## config.mk

```make
export PLATFORM = sky130hd
export DESIGN_NAME = frame_sync_master
export DESIGN_NICKNAME = d
export VERILOG_FILES = /design/src/rtl/fsync_pkg.sv /design/src/rtl/fsync_timebase.sv /design/src/rtl/fsync_cfg.sv /design/src/rtl/fsync_slot_decode.sv /design/src/rtl/frame_sync_master.sv
export SDC_FILE = /design/constraint.sdc
export NUM_CORES = 1
export LEC_CHECK = 0
export CAP_MARGIN = 20
export CORE_ASPECT_RATIO = 0.6
export CORE_MARGIN = 3
export CORE_UTILIZATION = 45
export CTS_BUF_LIST = sky130_fd_sc_hd__clkbuf_16
export CTS_CLUSTER_SIZE = 30
export DETAILED_ROUTE_END_ITERATION = 8
export GPL_TIMING_DRIVEN = 0
export PLACE_DENSITY_LB_ADDON = 0.2
export SYNTH_ARGS = -nofsm -noshare
export SYNTH_HDL_FRONTEND = slang
export SYNTH_SLANG_ARGS = --single-unit
```

## constraint.sdc

```tcl
create_clock -name clk -period 4.2 [get_ports clk]
set_input_delay 0.84 -clock clk [delete_from_list [all_inputs] [get_ports clk]]
set_output_delay 0.84 -clock clk [all_outputs]
set_load 0.03 [all_outputs]
```

## src/rtl/fsync_pkg.sv

```systemverilog
package fsync_pkg;
    parameter int FRAME_LEN  = 256;
    parameter int SYNC_LEN   = 16;
    parameter int MAX_SLAVES = 3;
    parameter int DLY_W      = 6;

    localparam int CNT_W  = $clog2(FRAME_LEN);
    localparam int HALF   = FRAME_LEN / 2;
    localparam int OFF_W  = CNT_W - 1;
    localparam int NDEV   = MAX_SLAVES + 1;
    localparam int NSLV_W = $clog2(NDEV);

    typedef logic [CNT_W-1:0] cnt_t;
    typedef logic [OFF_W-1:0] off_t;

    typedef struct packed {
        logic [NSLV_W-1:0] nslv;
        off_t              spacing;
    } cfg_t;

    // Lower bound keeps slots apart; upper bound keeps a full phase in half a frame.
    function automatic off_t eff_spacing(input logic [DLY_W-1:0] d,
                                         input logic [NSLV_W-1:0] n);
        int v;
        int lim;
        lim = HALF;
        for (int k = 0; k < NDEV; k++) begin
            if (int'(n) == k) lim = HALF / (k + 1);
        end
        v = (int'(d) < SYNC_LEN) ? SYNC_LEN : int'(d);
        if (v > lim) v = lim;
        return off_t'(v);
    endfunction
endpackage

```

## src/rtl/fsync_timebase.sv

```systemverilog
module fsync_timebase
    import fsync_pkg::*;
(
    input  logic clk,
    input  logic rst,
    output logic run,
    output cnt_t cnt,
    output logic frame_end,
    output logic prim_done
);
    always_ff @(posedge clk) begin
        if (rst) begin
            run <= 1'b0;
            cnt <= '0;
        end else begin
            run <= 1'b1;
            if (!run || cnt == cnt_t'(FRAME_LEN - 1))
                cnt <= '0;
            else
                cnt <= cnt + 1'b1;
        end
    end

    assign frame_end = run && (cnt == cnt_t'(FRAME_LEN - 1));
    assign prim_done = run && (cnt == cnt_t'(SYNC_LEN - 1));
endmodule

```

## src/rtl/fsync_cfg.sv

```systemverilog
module fsync_cfg
    import fsync_pkg::*;
(
    input  logic              clk,
    input  logic              rst,
    input  logic              run,
    input  logic              frame_end,
    input  logic              prim_done,
    input  logic [DLY_W-1:0]  dly_in,
    input  logic [NSLV_W-1:0] nslv_in,
    input  logic              sec_req,
    output cfg_t              cfg,
    output logic              sec_armed
);
    logic load;
    assign load = !run || frame_end;

    always_ff @(posedge clk) begin
        if (rst) begin
            cfg       <= '0;
            sec_armed <= 1'b0;
        end else begin
            if (load) begin
                cfg.nslv    <= nslv_in;
                cfg.spacing <= eff_spacing(dly_in, nslv_in);
            end
            if (load)
                sec_armed <= 1'b0;
            else if (prim_done)
                sec_armed <= sec_req;
        end
    end
endmodule

```

## src/rtl/fsync_slot_decode.sv

```systemverilog
module fsync_slot_decode
    import fsync_pkg::*;
(
    input  logic            run,
    input  cnt_t            cnt,
    input  cfg_t            cfg,
    input  logic            sec_armed,
    output logic [NDEV-1:0] hit
);
    logic phase_ok;
    cnt_t off_w;

    assign phase_ok = run && (!cnt[CNT_W-1] || sec_armed);
    assign off_w    = {1'b0, cnt[OFF_W-1:0]};

    for (genvar k = 0; k < NDEV; k++) begin : g_slot
        cnt_t start_pos;
        cnt_t end_pos;
        assign start_pos = cnt_t'(k) * {1'b0, cfg.spacing};
        assign end_pos   = start_pos + cnt_t'(SYNC_LEN);
        assign hit[k]    = phase_ok && (int'(cfg.nslv) >= k)
                           && (off_w >= start_pos) && (off_w < end_pos);
    end
endmodule

```

## src/rtl/frame_sync_master.sv

```systemverilog
module frame_sync_master
    import fsync_pkg::*;
(
    input  logic              clk,
    input  logic              rst,
    input  logic [DLY_W-1:0]  dly_cfg,
    input  logic [NSLV_W-1:0] nslv_cfg,
    input  logic              sec_req,
    output logic              fs_n,
    output logic              fsd_n,
    output logic              own_slot
);
    logic            run;
    cnt_t            cnt;
    logic            frame_end;
    logic            prim_done;
    cfg_t            cfg;
    logic            sec_armed;
    logic [NDEV-1:0] hit;

    fsync_timebase u_tb (
        .clk(clk), .rst(rst), .run(run), .cnt(cnt),
        .frame_end(frame_end), .prim_done(prim_done)
    );

    fsync_cfg u_cfg (
        .clk(clk), .rst(rst), .run(run), .frame_end(frame_end),
        .prim_done(prim_done), .dly_in(dly_cfg), .nslv_in(nslv_cfg),
        .sec_req(sec_req), .cfg(cfg), .sec_armed(sec_armed)
    );

    fsync_slot_decode u_dec (
        .run(run), .cnt(cnt), .cfg(cfg), .sec_armed(sec_armed), .hit(hit)
    );

    assign fs_n     = ~(|hit);
    assign own_slot = hit[0];

    if (MAX_SLAVES > 0) begin : g_fsd
        assign fsd_n = ~hit[1];
    end else begin : g_nofsd
        assign fsd_n = 1'b1;
    end
endmodule

```

==> impl_results.md <==
* Result of the run: complete, but fails checks
* Violated checks: negative setup slack
* Die area at 4922 sq um
* Vias per inst at 5.317
* Count of filler cells inserted in the layout at between 300 and 400
* Number of H-tree levels at 1
* Warnings, synthesis at 0
* Post-detailed-placement half-perimeter wirelength at about 3400 um
* Crit end category: primary output
* Min-delay worst type: reg2reg
* Design Area, Final at ~2200 sq um
* Reported leakage power at around 0.97 nW
* Layout cells sized above 1 at 0.1626
* Critical Path End: fs_n
* P&R area growth vs syn at 20.92%
* Core region area at 3807 sq um
* Total number of vias at approximately 1600
* Part of the cycle the worst path needs at 1.002
* FF-to-FF setup slack at 2.09 ns
* Critical path launch point: u_cfg.cfg[1]
* Peak supply drop at 0.0001670 V
* Path type of the worst setup path: reg2out
* Setup slack of the critical path after layout at -0.01034 ns
* Port-buffer cells at 12
* Critical R2R Launch: u_tb.cnt[5]
* Total global routing overflow at 0
* Number of synthesized register bits at 19
* Clock tree from TritonCTS: yes
* Total setup violations reported at the end of the flow at 1
* Number of detailed-route iterations in the first pass at 4
* Antenna diodes at 0
* Synth unique cells at between 40 and 50
* Via count of the first global-routing pass at 1475
* Final hold violation count at 0
* Post-synthesis cell area at between 1500 and 2000 sq um
* Initial core utilization at 0.4837
* Maximum clock rate at 237.5 MHz
* Post-layout nets at between 200 and 300
* Placed inst area at 2021 sq um
* Worst-case clock buffer depth at 2
* Sink Count at 19
* Number of max-capacitance violations reported at 0
* Number of cells on the worst hold path at 1
* # DRC at 0
* Most used flip-flop cell after synthesis: sky130_fd_sc_hd__dfxtp_1
* Worst rel slew slack at 0.4583
* Final Critical Period at 4.210 ns
* Sequential cell area fraction in the yosys report at 0.2065
* Width of the die at 88.59 um
* Row count at 17
* Endpoint of the worst-slack reg-to-reg timing path: u_tb.cnt[3]
* Post-Synthesis Cells at 224
* Number of top-level pins at 14
* Worst Path Max Fanout at 3
* Violation count after the first detailed-routing iteration at 72
* Total power divided by cell area at approximately 260 nW/um^2
* Required @ worst endpoint at 3.36 ns
* Root Buffer Master: sky130_fd_sc_hd__clkbuf_16
* Worst hold slack at 0.4692 ns
* Clock input transition at the sequential cells of the worst setup and hold paths at 0.06 ns
* Global router's overall resource usage at 0.1821
* Drt wl/cell at 14.96 um
* Setup repair after global routing missed its margin: true
* Post-route ant nets at 0
* Weighted congestion reported at the end of routability-driven placement at 0.8699
* Async set-or-reset flop fraction in the synthesized netlist at 0
* Maximum number of pins on one net before global-route repair at 13
* Antenna violations before repair at 0
* Final WL at around 4400 um
* Total CTS buffers at 3
* Worst Tran Pin Value at 0.8054 ns
* Share of the core filled with cells in the final layout at 0.5849
* Net Count, Synth at 271
* Clk Latency, worst-skew pair at 0.25 ns
* Count of cells along the worst register-to-register path at 6
* Worst setup timing slack at the placement stage at -0.5098 ns
* Die Y-Extent at 55.56 um
* Arrival time at the worst endpoint at 3.37 ns
* Number of pins with negative max-slew slack in the final report at 0
* Startpoint type of the worst setup path: flop
* First-pass GRT wire length at 7134 um
* Number of enable flip-flop cells after synthesis at 0
* Post-Synthesis Mean Instance Area at approximately 8 sq um
* Clock Skew at between 0.004 and 0.005 ns
* Beginning of the worst hold path: u_tb.cnt[0]
per-layer routing:
layer	wire, um	part of all wire	GRT usage	vias to the layer above
met2	1616	0.37	0.2300	28
met4	0	0	0.006466	0
met3	223	0.051	0.04471	0
met1	2544	0.58	0.3123	694
li1	-	-	-	836
met5	0	0	0	-
metrics by stage:
step / TNS (ns) / power [mW] / std cells
after global placement: -0.5038 / 0.3567 / 283
after detailed placement: -0.5098 / 0.3578 / 283
after floorplan: 0 / 0.3134 / 224
after global routing: -0.1673 / 0.6124 / 293
final: -0.01034 / 0.5794 / 293
after CTS: -0.04039 / 0.5696 / 290
what timing repair did:
item,CTS,global route
buffers inserted,3,3
gates resized for setup,23,4
gates cloned,0,0
pin swaps,6,9
setup endpoints to repair,1,1
hold buffers,0,0
cells in the final DEF, fill, tap and decap left out, types with 5 or more instances in the layout:
| cell | n |
|---|---|
| sky130_fd_sc_hd__a21oi_1 | 12 |
| sky130_fd_sc_hd__inv_1 | 22 |
| sky130_fd_sc_hd__nand3_1 | 9 |
| sky130_fd_sc_hd__ha_1 | 32 |
| sky130_fd_sc_hd__xnor2_1 | 9 |
| sky130_fd_sc_hd__clkdlybuf4s50_1 | 11 |
| sky130_fd_sc_hd__o21ai_0 | 11 |
| sky130_fd_sc_hd__inv_2 | 5 |
| sky130_fd_sc_hd__dfxtp_1 | 16 |
| sky130_fd_sc_hd__nor2_1 | 20 |
| sky130_fd_sc_hd__nand2_1 | 15 |
| sky130_fd_sc_hd__buf_4 | 6 |
flip-flops by register name (all words and copies together) (netlist names):
name,cells
u_tb.run,1
u_cfg.cfg,9
u_tb.cnt,8
u_cfg.sec_armed,1
cells by family (layout without fill, tap and decap cells):
group | count (synthesis) | in the layout | share of synthesized area
xor+xnor | 14 | 14 | 0.07065
simple gates | 64 | 64 | 0.1671
fa+ha+maj | 38 | 38 | 0.2602
buf+inv | 30 | 52 | 0.06182
mux | 3 | 3 | 0.01630
compound gates | 56 | 56 | 0.2174
flops | 19 | 19 | 0.2065
cell usage after synthesis (2+ instances only):
cell type,number,share of area
sky130_fd_sc_hd__o211ai_1,2,0.0081
sky130_fd_sc_hd__nor2_1,20,0.041
sky130_fd_sc_hd__clkbuf_1,2,0.0041
sky130_fd_sc_hd__o21ai_2,2,0.0095
sky130_fd_sc_hd__a31oi_1,2,0.0068
sky130_fd_sc_hd__mux2i_1,3,0.016
sky130_fd_sc_hd__nand2b_1,4,0.014
sky130_fd_sc_hd__xnor2_1,10,0.048
sky130_fd_sc_hd__nand3_1,9,0.024
sky130_fd_sc_hd__dfxtp_1,19,0.21
sky130_fd_sc_hd__and3_1,4,0.014
sky130_fd_sc_hd__a41oi_1,2,0.0095
sky130_fd_sc_hd__inv_1,26,0.053
sky130_fd_sc_hd__nor2b_1,3,0.010
sky130_fd_sc_hd__a211oi_1,4,0.016
sky130_fd_sc_hd__o21ai_0,12,0.033
sky130_fd_sc_hd__a21o_1,3,0.012
sky130_fd_sc_hd__a21oi_1,13,0.035
sky130_fd_sc_hd__o2111ai_1,2,0.0095
sky130_fd_sc_hd__nand2_1,15,0.031
sky130_fd_sc_hd__xor2_1,3,0.014
sky130_fd_sc_hd__nor3_1,5,0.014
sky130_fd_sc_hd__ha_1,35,0.24
worst min path at each step:
| stage | endpoint |
|---|---|
| after floorplan | u_tb.cnt[0] |
| after global placement | u_tb.cnt[0] |
| after detailed placement | u_tb.cnt[0] |
| after CTS | u_tb.cnt[0] |
| after global routing | u_cfg.cfg[2] |
| final | u_tb.cnt[0] |
worst max-delay path, cell delays in order, from the launching register on:
cell and delay [ns]:
sky130_fd_sc_hd__dfxtp_4 0.37, sky130_fd_sc_hd__ha_4 0.15, sky130_fd_sc_hd__inv_2 0.04, sky130_fd_sc_hd__fa_2 0.39
sky130_fd_sc_hd__nand2b_4 0.15, sky130_fd_sc_hd__a22oi_2 0.21, sky130_fd_sc_hd__xnor2_2 0.17, sky130_fd_sc_hd__inv_2 0.07
sky130_fd_sc_hd__ha_4 0.26, sky130_fd_sc_hd__inv_2 0.04, sky130_fd_sc_hd__ha_4 0.21, sky130_fd_sc_hd__a21o_1 0.17
sky130_fd_sc_hd__a21oi_2 0.13, sky130_fd_sc_hd__o21ai_1 0.09, sky130_fd_sc_hd__a211oi_2 0.22, sky130_fd_sc_hd__nor3_2 0.08
sky130_fd_sc_hd__o2111a_1 0.25, sky130_fd_sc_hd__buf_6 0.14
layout make-up:
cell class / instances / area, sq um / area share
Buffer: 3 / 12.51 / 0.005618
Clock buffer: 3 / 75.07 / 0.03371
Clock inverter: 1 / 7.507 / 0.003371
Inverter: 27 / 101.3 / 0.04551
Multi-Input combinational cell: 175 / 1416 / 0.6360
Sequential cell: 19 / 389.1 / 0.1747
Tap cell: 47 / 58.81 / 0.02640
Timing Repair Buffer: 18 / 166.4 / 0.07472
report_power, final:
| part | switching [mW] | internal (mW) |
|---|---|---|
| clock network | 0.0700 | 0.129 |
| logic | 0.102 | 0.0830 |
| registers | 0.00915 | 0.187 |
(Power assumes the default switching activity.)
